<file path="src/rtl/toyacc_pkg.sv">
package toyacc_pkg;

    localparam int DATA_W = 8;
    localparam int ADDR_W = 4;
    localparam int NREG   = 4;
    localparam int REG_W  = $clog2(NREG);
    localparam int CLS_W  = DATA_W - REG_W - ADDR_W;
    localparam int CODE_W = 2;

    typedef logic [DATA_W-1:0] word_t;
    typedef logic [ADDR_W-1:0] addr_t;
    typedef logic [REG_W-1:0]  rsel_t;

    typedef enum logic [CLS_W-1:0] {
        CLS_ALU   = 2'b00,
        CLS_LOAD  = 2'b01,
        CLS_STORE = 2'b10,
        CLS_CTRL  = 2'b11
    } iclass_e;

    typedef enum logic [REG_W-1:0] {
        CTL_JUMP   = 2'b00,
        CTL_BRANCH = 2'b01,
        CTL_HALT   = 2'b10,
        CTL_NOP    = 2'b11
    } ctl_e;

    typedef enum logic [CODE_W-1:0] {
        FN_ADD = 2'b00,
        FN_SUB = 2'b01,
        FN_AND = 2'b10,
        FN_OR  = 2'b11
    } alufn_e;

    typedef enum logic [CODE_W-1:0] {
        CND_OVF   = 2'b00,
        CND_ZERO  = 2'b01,
        CND_NEG   = 2'b10,
        CND_ABOVE = 2'b11
    } cond_e;

    typedef enum logic [2:0] {
        ST_FETCH  = 3'd0,
        ST_DECODE = 3'd1,
        ST_EXEC   = 3'd2,
        ST_COMMIT = 3'd3,
        ST_HALT   = 3'd4
    } state_e;

    typedef struct packed {
        logic ovf;
        logic zero;
        logic neg;
    } flags_t;

    typedef struct packed {
        iclass_e cls;
        rsel_t   rsel;
        addr_t   addr;
        ctl_e    ctl;
        alufn_e  fn;
        cond_e   cnd;
    } dec_t;

    typedef struct packed {
        word_t  value;
        flags_t flg;
    } alu_out_t;

    function automatic logic cond_met(cond_e c, flags_t f);
        logic hit;
        case (c)
            CND_OVF:   hit = f.ovf;
            CND_ZERO:  hit = f.zero;
            CND_NEG:   hit = f.neg;
            default:   hit = !f.zero && !f.neg;
        endcase
        return hit;
    endfunction

    function automatic addr_t pc_step(addr_t p);
        return p + addr_t'(1);
    endfunction

endpackage

</file>
<file path="src/rtl/toyacc_decoder.sv">
module toyacc_decoder
    import toyacc_pkg::*;
(
    input  word_t ir,
    output dec_t  dec
);
    localparam int CLS_LSB = REG_W + ADDR_W;

    always_comb begin
        dec.cls  = iclass_e'(ir[DATA_W-1:CLS_LSB]);
        dec.rsel = ir[CLS_LSB-1:ADDR_W];
        dec.addr = ir[ADDR_W-1:0];
        dec.ctl  = ctl_e'(ir[CLS_LSB-1:ADDR_W]);
        dec.fn   = alufn_e'(ir[CODE_W-1:0]);
        dec.cnd  = cond_e'(ir[CODE_W-1:0]);
    end
endmodule

</file>
<file path="src/rtl/toyacc_alu.sv">
module toyacc_alu
    import toyacc_pkg::*;
(
    input  word_t    a,
    input  word_t    b,
    input  alufn_e   fn,
    output alu_out_t res
);
    word_t sum_w;
    word_t dif_w;
    logic  sum_ov;
    logic  dif_ov;

    always_comb begin
        sum_w  = a + b;
        dif_w  = a - b;
        sum_ov = (a[DATA_W-1] == b[DATA_W-1]) && (sum_w[DATA_W-1] != a[DATA_W-1]);
        dif_ov = (a[DATA_W-1] != b[DATA_W-1]) && (dif_w[DATA_W-1] != a[DATA_W-1]);
        case (fn)
            FN_ADD: begin res.value = sum_w; res.flg.ovf = sum_ov; end
            FN_SUB: begin res.value = dif_w; res.flg.ovf = dif_ov; end
            FN_AND: begin res.value = a & b; res.flg.ovf = 1'b0;   end
            default: begin res.value = a | b; res.flg.ovf = 1'b0;  end
        endcase
        res.flg.zero = (res.value == '0);
        res.flg.neg  = res.value[DATA_W-1];
    end
endmodule

</file>
<file path="src/rtl/toyacc_regfile.sv">
module toyacc_regfile
    import toyacc_pkg::*;
(
    input  logic  clk,
    input  logic  rst,
    input  logic  we,
    input  rsel_t wsel,
    input  word_t wdata,
    input  rsel_t rsel,
    output word_t rdata,
    output word_t acc,
    output addr_t target
);
    word_t regs [NREG];

    for (genvar i = 0; i < NREG; i++) begin : g_reg
        always_ff @(posedge clk) begin
            if (rst) begin
                regs[i] <= '0;
            end else if (we && (wsel == rsel_t'(i))) begin
                regs[i] <= wdata;
            end
        end
    end

    assign rdata  = regs[rsel];
    assign acc    = regs[0];
    assign target = regs[NREG-1][ADDR_W-1:0];
endmodule

</file>
<file path="src/rtl/toyacc_core.sv">
module toyacc_core
    import toyacc_pkg::*;
(
    input  logic              clk,
    input  logic              rst,
    input  logic [DATA_W-1:0] mem_rdata,
    output logic [ADDR_W-1:0] mem_addr,
    output logic [DATA_W-1:0] mem_wdata,
    output logic              mem_we,
    output logic              halted
);
    state_e   state_q;
    addr_t    pc_q;
    word_t    ir_q;
    dec_t     dec_q;
    dec_t     dec_w;
    alu_out_t tmp_q;
    alu_out_t alu_w;
    flags_t   flags_q;

    logic  rf_we;
    rsel_t rf_wsel;
    word_t rf_wdata;
    word_t rf_rdata;
    word_t rf_acc;
    addr_t rf_target;

    logic  in_exec;
    logic  is_mem_op;

    toyacc_decoder u_dec (
        .ir  (ir_q),
        .dec (dec_w)
    );

    toyacc_alu u_alu (
        .a   (rf_acc),
        .b   (rf_rdata),
        .fn  (dec_q.fn),
        .res (alu_w)
    );

    toyacc_regfile u_rf (
        .clk    (clk),
        .rst    (rst),
        .we     (rf_we),
        .wsel   (rf_wsel),
        .wdata  (rf_wdata),
        .rsel   (dec_q.rsel),
        .rdata  (rf_rdata),
        .acc    (rf_acc),
        .target (rf_target)
    );

    assign in_exec   = (state_q == ST_EXEC);
    assign is_mem_op = (dec_q.cls == CLS_LOAD) || (dec_q.cls == CLS_STORE);

    always_comb begin
        mem_addr  = (in_exec && is_mem_op) ? dec_q.addr : pc_q;
        mem_we    = in_exec && (dec_q.cls == CLS_STORE);
        mem_wdata = rf_rdata;
        halted    = (state_q == ST_HALT);
    end

    always_comb begin
        rf_we    = 1'b0;
        rf_wsel  = dec_q.rsel;
        rf_wdata = mem_rdata;
        if (in_exec && (dec_q.cls == CLS_LOAD)) begin
            rf_we = 1'b1;
        end else if (state_q == ST_COMMIT) begin
            rf_we    = 1'b1;
            rf_wsel  = '0;
            rf_wdata = tmp_q.value;
        end
    end

    always_ff @(posedge clk) begin
        if (rst) begin
            state_q <= ST_FETCH;
            pc_q    <= '0;
            ir_q    <= '0;
            dec_q   <= '0;
            tmp_q   <= '0;
            flags_q <= '0;
        end else begin
            case (state_q)
                ST_FETCH: begin
                    ir_q    <= mem_rdata;
                    state_q <= ST_DECODE;
                end
                ST_DECODE: begin
                    dec_q   <= dec_w;
                    state_q <= ST_EXEC;
                end
                ST_EXEC: begin
                    state_q <= ST_FETCH;
                    case (dec_q.cls)
                        CLS_ALU: begin
                            tmp_q   <= alu_w;
                            state_q <= ST_COMMIT;
                        end
                        CLS_LOAD, CLS_STORE: pc_q <= pc_step(pc_q);
                        default: begin
                            case (dec_q.ctl)
                                CTL_JUMP:   pc_q <= dec_q.addr;
                                CTL_BRANCH: pc_q <= cond_met(dec_q.cnd, flags_q)
                                                    ? rf_target : pc_step(pc_q);
                                CTL_HALT:   state_q <= ST_HALT;
                                default:    pc_q <= pc_step(pc_q);
                            endcase
                        end
                    endcase
                end
                ST_COMMIT: begin
                    flags_q <= tmp_q.flg;
                    pc_q    <= pc_step(pc_q);
                    state_q <= ST_FETCH;
                end
                default: state_q <= ST_HALT;
            endcase
        end
    end
endmodule

</file>
<file path="config.mk">
export PLATFORM = sky130hd
export DESIGN_NAME = toyacc_core
export DESIGN_NICKNAME = d
export VERILOG_FILES = /design/src/rtl/toyacc_pkg.sv /design/src/rtl/toyacc_decoder.sv /design/src/rtl/toyacc_alu.sv /design/src/rtl/toyacc_regfile.sv /design/src/rtl/toyacc_core.sv
export SDC_FILE = /design/constraint.sdc
export NUM_CORES = 1
export LEC_CHECK = 0
export ABC_AREA = 1
export BUFFER_PORTS_ARGS = -buffer_cell sky130_fd_sc_hd__buf_2
export CELL_PAD_IN_SITES_DETAIL_PLACEMENT = 1
export CELL_PAD_IN_SITES_GLOBAL_PLACEMENT = 2
export CORE_UTILIZATION = 26
export DETAILED_ROUTE_END_ITERATION = 10
export PLACE_DENSITY = 0.66
export RECOVER_POWER = 100
export SETUP_SLACK_MARGIN = 0.2
export SKIP_LAST_GASP = 1
export SYNTH_ARGS = -nofsm -noshare
export SYNTH_HDL_FRONTEND = slang
export SYNTH_SLANG_ARGS = --single-unit
</file>
<file path="constraint.sdc">
create_clock -name clk -period 4.88 [get_ports clk]
set_input_delay 0.244 -clock clk [delete_from_list [all_inputs] [get_ports clk]]
set_output_delay 0.244 -clock clk [all_outputs]
set_load 0.03 [all_outputs]
</file>
## Word level (Yosys, flattened, before mapping)

Memory sizes are Yosys's and may differ from the RTL's. A register that Yosys moved wholly into a read port is not among the register bits.
Index checks and enable logic that the tools add are counted.

- Register bits after elaboration: 39
- Memory bits (writable): 32
- Bits of input ports: 10
- Output and inout bits: 14
- Word-level logic and storage cells: 107
- Memories: 1

Memory list:

| memory | depth | width | rd ports | clocked after Yosys merged registers in | write ports | line | source |
|---|---|---|---|---|---|---|---|
| u_rf.regs | 4 | 8 | 3 | 1 | 4 | toyacc_regfile.sv:14 | `word_t regs [NREG];` |

- Add/sub/neg operators: 3
- Eq/ne operators: 19
- Multiplexer cells: 40
- Bitwise gates (word level): 6
- Reductions and logical operators: 24

Operators by type and width:

| cell | number |
|---|---|
| $mux 8 | 6 |
| $pmux 9 s3 | 1 |
| $mux 1 | 20 |
| $pmux 4 s2 | 2 |
| $pmux 3 s4 | 1 |
| $pmux 4 s3 | 1 |
| $eq 2x2->1 const B | 5 |
| $logic_and 1x1->1 | 10 |
| $add 8x8->8 | 1 |
| $and 8x8->8 | 1 |
| $eq 2x1->1 const B | 4 |
| $logic_not 2->1 | 4 |
| $logic_not 8->1 | 1 |
| $mux 2 | 4 |
| $mux 4 | 2 |
| $or 8x8->8 | 1 |
| $sub 8x8->8 | 1 |
| $eq 3x2->1 const B | 2 |
| $pmux 3 s2 | 1 |
| $add 4x1->4 const B | 1 |
| $or 1x1->1 | 4 |
| $eq 3x1->1 const B | 1 |
| $eq 3x3->1 const B | 1 |
| $logic_not 3->1 | 1 |
| 13 further kinds | 16 |

## Logic depth before layout (Yosys ltp)

- Depth in word-level cells: 11
- Mapped depth: 20
- Mapped depth without buffers: 18

## Cells and area by module

A second synthesis with hierarchy kept.

- Cell total of the unflattened synthesis: 688
- Area total of the unflattened synthesis: 4,884.7 sq um

By module, submodules not included:

| module | instances | cells an instance | area an instance (sq um) | sequential area each (sq um) |
|---|---|---|---|---|
| toyacc_core | 1 | 286 | 2,028.2 | 860.8 |
| toyacc_regfile | 1 | 186 | 1,615.3 | 960.9 |
| toyacc_alu | 1 | 202 | 1,136.1 | 0.0 |
| toyacc_decoder | 1 | 14 | 105.1 | 0.0 |

## Worst setup path after synthesis

Ideal clock, no wire load.

- Path kind: register to register
- Start: reg with a tool-made name
- End: reg tmp_q[1] (netlist name)
- Setup time: 0.066 ns
- Arrival: 3.098 ns
- Data required time: 4.814 ns
- Setup slack: 1.716 ns
- Cell stages (with the launch flop): 19
- Buffers on the path: 2
- Clock period less this slack: 3.164 ns
- Cells stage by stage: dfxtp_1 -> clkbuf_1 -> clkbuf_1 -> nand2_1 -> a32oi_1 -> ha_1 -> inv_1 -> fa_1 -> inv_1 -> nand3_1 -> nand2_1 -> nand2_1 -> nand3_1 -> nand3_1 -> nand2_1 -> nand3_1 -> nor2_2 -> nand3_2 -> a21oi_2

RTL lines:

| item | line | source |
|---|---|---|
| to (signal assigned) | toyacc_core.sv:100 | `tmp_q <= alu_w;` |
| to (decl) | toyacc_core.sv:17 | `alu_out_t tmp_q;` |

==> run metrics <==
Hold Crit Start=mem_rdata[4]; CP arrival=roughly 3600 ps; clock-pin slew on the worst setup and hold paths=60 ps; Buf+Inv Stages, Crit Path=2; PwrDens=437 nW/um2; Setup TNS=0 ps; sequential power share=0.343; hpwl dp=10600 um; kind of cell adding the most delay to the critical path=compound AO/OA/AOI/OAI gates; Routed WL=13300 um; Max stage delay on crit path=approximately 810 ps; Seq/Total Area, Yosys=0.404; CTS Buf Count=9; # fillers=1993; Worst EP required=5140 ps; crit path cell chain=nand2_1 > a32oi_1 > inv_1 > ha_1 > inv_1 > nand2_1 > nand2_1 > a21oi_1 > nand2_1 > a21oi_1 > nand3_1 > nand2_1 > nand3_1 > a21oi_2; post-layout util=0.303; Avg Cell Area, Syn=7.63 um2; Endpoint, Worst Hold=ir_q[4]$_SDFFE_PP0N_; worst r2r path cells=14; wire per inst=16.6 um; Via density=4.69; Slew Limit Fails=0; max-cap violations=0; most frequent cells in the layout=nand2_1, nor2_1, inv_1; Setup Buffers After CTS=0; most used cell, CP=nand2_1; Worst Tran Pin Value=1010 ps; Yosys reg bits=70; CTS tree=built; hold depth=3; grt ovf=0; 1st-pass router iterations=5; share of cells above drive strength 1=0.0806; Async SR Flop Fraction=0; Post-Syn Nets=between 500 and 600; EDFF count, synth=32; NetSw=0.000804 W; crit share post-route=0.676; Worst slew margin=0.325; crit start category=flop; status=finished, final reports clean; maximum vdd drop=0.000130 V; Cell variety after synth=38; Comb pwr share=0.326; H-tree depth=3; commonest non-fill, non-tap cell in the layout=nand2_1; # DRC=0; initial antenna violation count=0; Clk Latency, worst-skew pair=340 ps; top cell type's share of synthesized area=0.225; crit end category=flop; Pwr Total=between 0.002 and 0.0025 W; Post-CTS Hold Fix Bufs=0; Setup CP Type=flop to flop; Starting Density=0.267; worst hold path type=input port to flop; die area=~17000 um2; IO Count=24; largest net degree at the start of global routing=38; Clock Sinks=70; Fin. Hold Viols=0; initial DRC count=around 180; vias=3744; Ys Warns=0; final instance area=4830 um2; Chip Width=130 um; area of the multi-input gates=2140 um2; first-pass GRT wire length=21100 um; FF+latch area=around 1700 um2; main flop type after synthesis=dfxtp_1; FF-to-FF End=tmp_q[1]$_SDFFE_PP0P_; Root Driver=clkbuf_16; r2r setup slk=1580 ps; number of global-route vias before repair=3830; post-route antenna net violation count=0; maximum root-to-sink buffer count=2; Layout Skew=3.78 ps; post-synth top area cell=edfxtp_1; Max FO, Critical Path=25; # nets final=618; final setup violation count=0; Area growth, synth to finish=13.4%; Highest Clock Rate=303 MHz; largest cells by area after synthesis=edfxtp_1, dfxtp_1, nand2_1; Leak=between 2 and 2.5 nW; dpl cell area=4580 um2; post-cts repair resize count=0; GPL Wtd Cong=0.833; die extent in y=130 um; GRT Util Overall=0.168; n_diodes=0; cell at the slowest stage of the critical path=dfxtp_1; Int Pwr=0.00131 W; Final Critical Period=3300 ps; row count=46; Syn Std Cell Area=4260 um2; clock network fraction of total power=0.331; Synth Instances=559; Port Buffers=23; Sw Share=0.380; CORE AREA=around 16000 um2; unrepaired setup endpoints after global routing=no; Final Hold Slack=162 ps
-- cells by family (layout without fill, tap and decap cells) --
logic type,after synthesis,count (layout),synth area share
buffers and inverters,92,116,0.0848
AOI/OAI and AO/OA,120,120,0.154
DFF,70,70,0.404
adders and majority gates,30,30,0.0916
and+or+nand+nor,243,243,0.257
muxes,1,1,0.00235
xor gates and xnor gates,3,3,0.00616
-- power groups by stage --
stage / Clock, W / Sequential, W / Combinational, W
floorplan: 0 / 0.000709 / 0.000529
global placement: 0 / 0.000737 / 0.000715
detailed placement: 0 / 0.000738 / 0.000721
CTS: 0.000712 / 0.000726 / 0.000724
global route: 0.000737 / 0.000736 / 0.000779
finish: 0.000700 / 0.000725 / 0.000689
-- worst max path at each step --
stage          start                     to  slack, ps  depth (start not counted)
3_3_place_gp    flop  tmp_q[1]$_SDFFE_PP0P_       1700                         16
5_1_grt         flop  tmp_q[1]$_SDFFE_PP0P_       1270                         14
6_report        flop  tmp_q[1]$_SDFFE_PP0P_       1580                         14
2_1_floorplan   flop  tmp_q[1]$_SDFFE_PP0P_       1720                         18
4_1_cts         flop  tmp_q[1]$_SDFFE_PP0P_       1600                         16
3_5_place_dp    flop  tmp_q[1]$_SDFFE_PP0P_       1630                         16
-- state kept, by name, indices dropped and copies added (netlist names), named ones only --
name and cells:
ir_q 8, tmp_q 10, u_rf.regs 32, state_q 3
dec_q 8, pc_q 4, flags_q 3
-- Yosys cell counts, drive strengths merged, types with 5 or more instances --
master  count
a21oi      51
a32oi       8
buf         5
clkbuf     11
dfxtp      38
edfxtp     32
ha         28
inv        75
nand2     105
nand3      40
nand4       8
nor2       85
o21ai      55
-- per-stage QoR --
step	setup WS, ps	std cells
after floorplan	1720	559
after global placement	1700	783
after detailed placement	1630	783
after CTS	1600	799
after global routing	1270	799
final	1580	799
-- worst reg2reg max path, cell delays in order (launching register included) --
cell     delay (ps)
dfxtp_1         810
nand2_1         110
a32oi_1         400
inv_1           120
ha_1            460
inv_1           170
nand2_1          90
nand2_1          70
a21oi_1         320
nand2_1         120
a21oi_1         140
nand3_1          90
nand2_1         110
nand3_1         100
a21oi_2         120
-- metal layers --
| layer | share of wire | vias to the layer above | global-route usage |
|---|---|---|---|
| li1 | - | 1888 | - |
| met1 | 0.49 | 1805 | 0.226 |
| met2 | 0.47 | 39 | 0.280 |
| met3 | 0.027 | 12 | 0.0238 |
| met4 | 0.014 | 0 | 0.0499 |
| met5 | 0 | - | 0 |
-- layout make-up --
class	instances	area share
multi-input cells	397	0.443
flip-flops and latches	70	0.356
inverters	76	0.0595
well taps	216	0.0559
clock buffers	9	0.0466
repair buffers	24	0.0207
clock inverters	7	0.0184
Power figures use the tool's default switching activity.
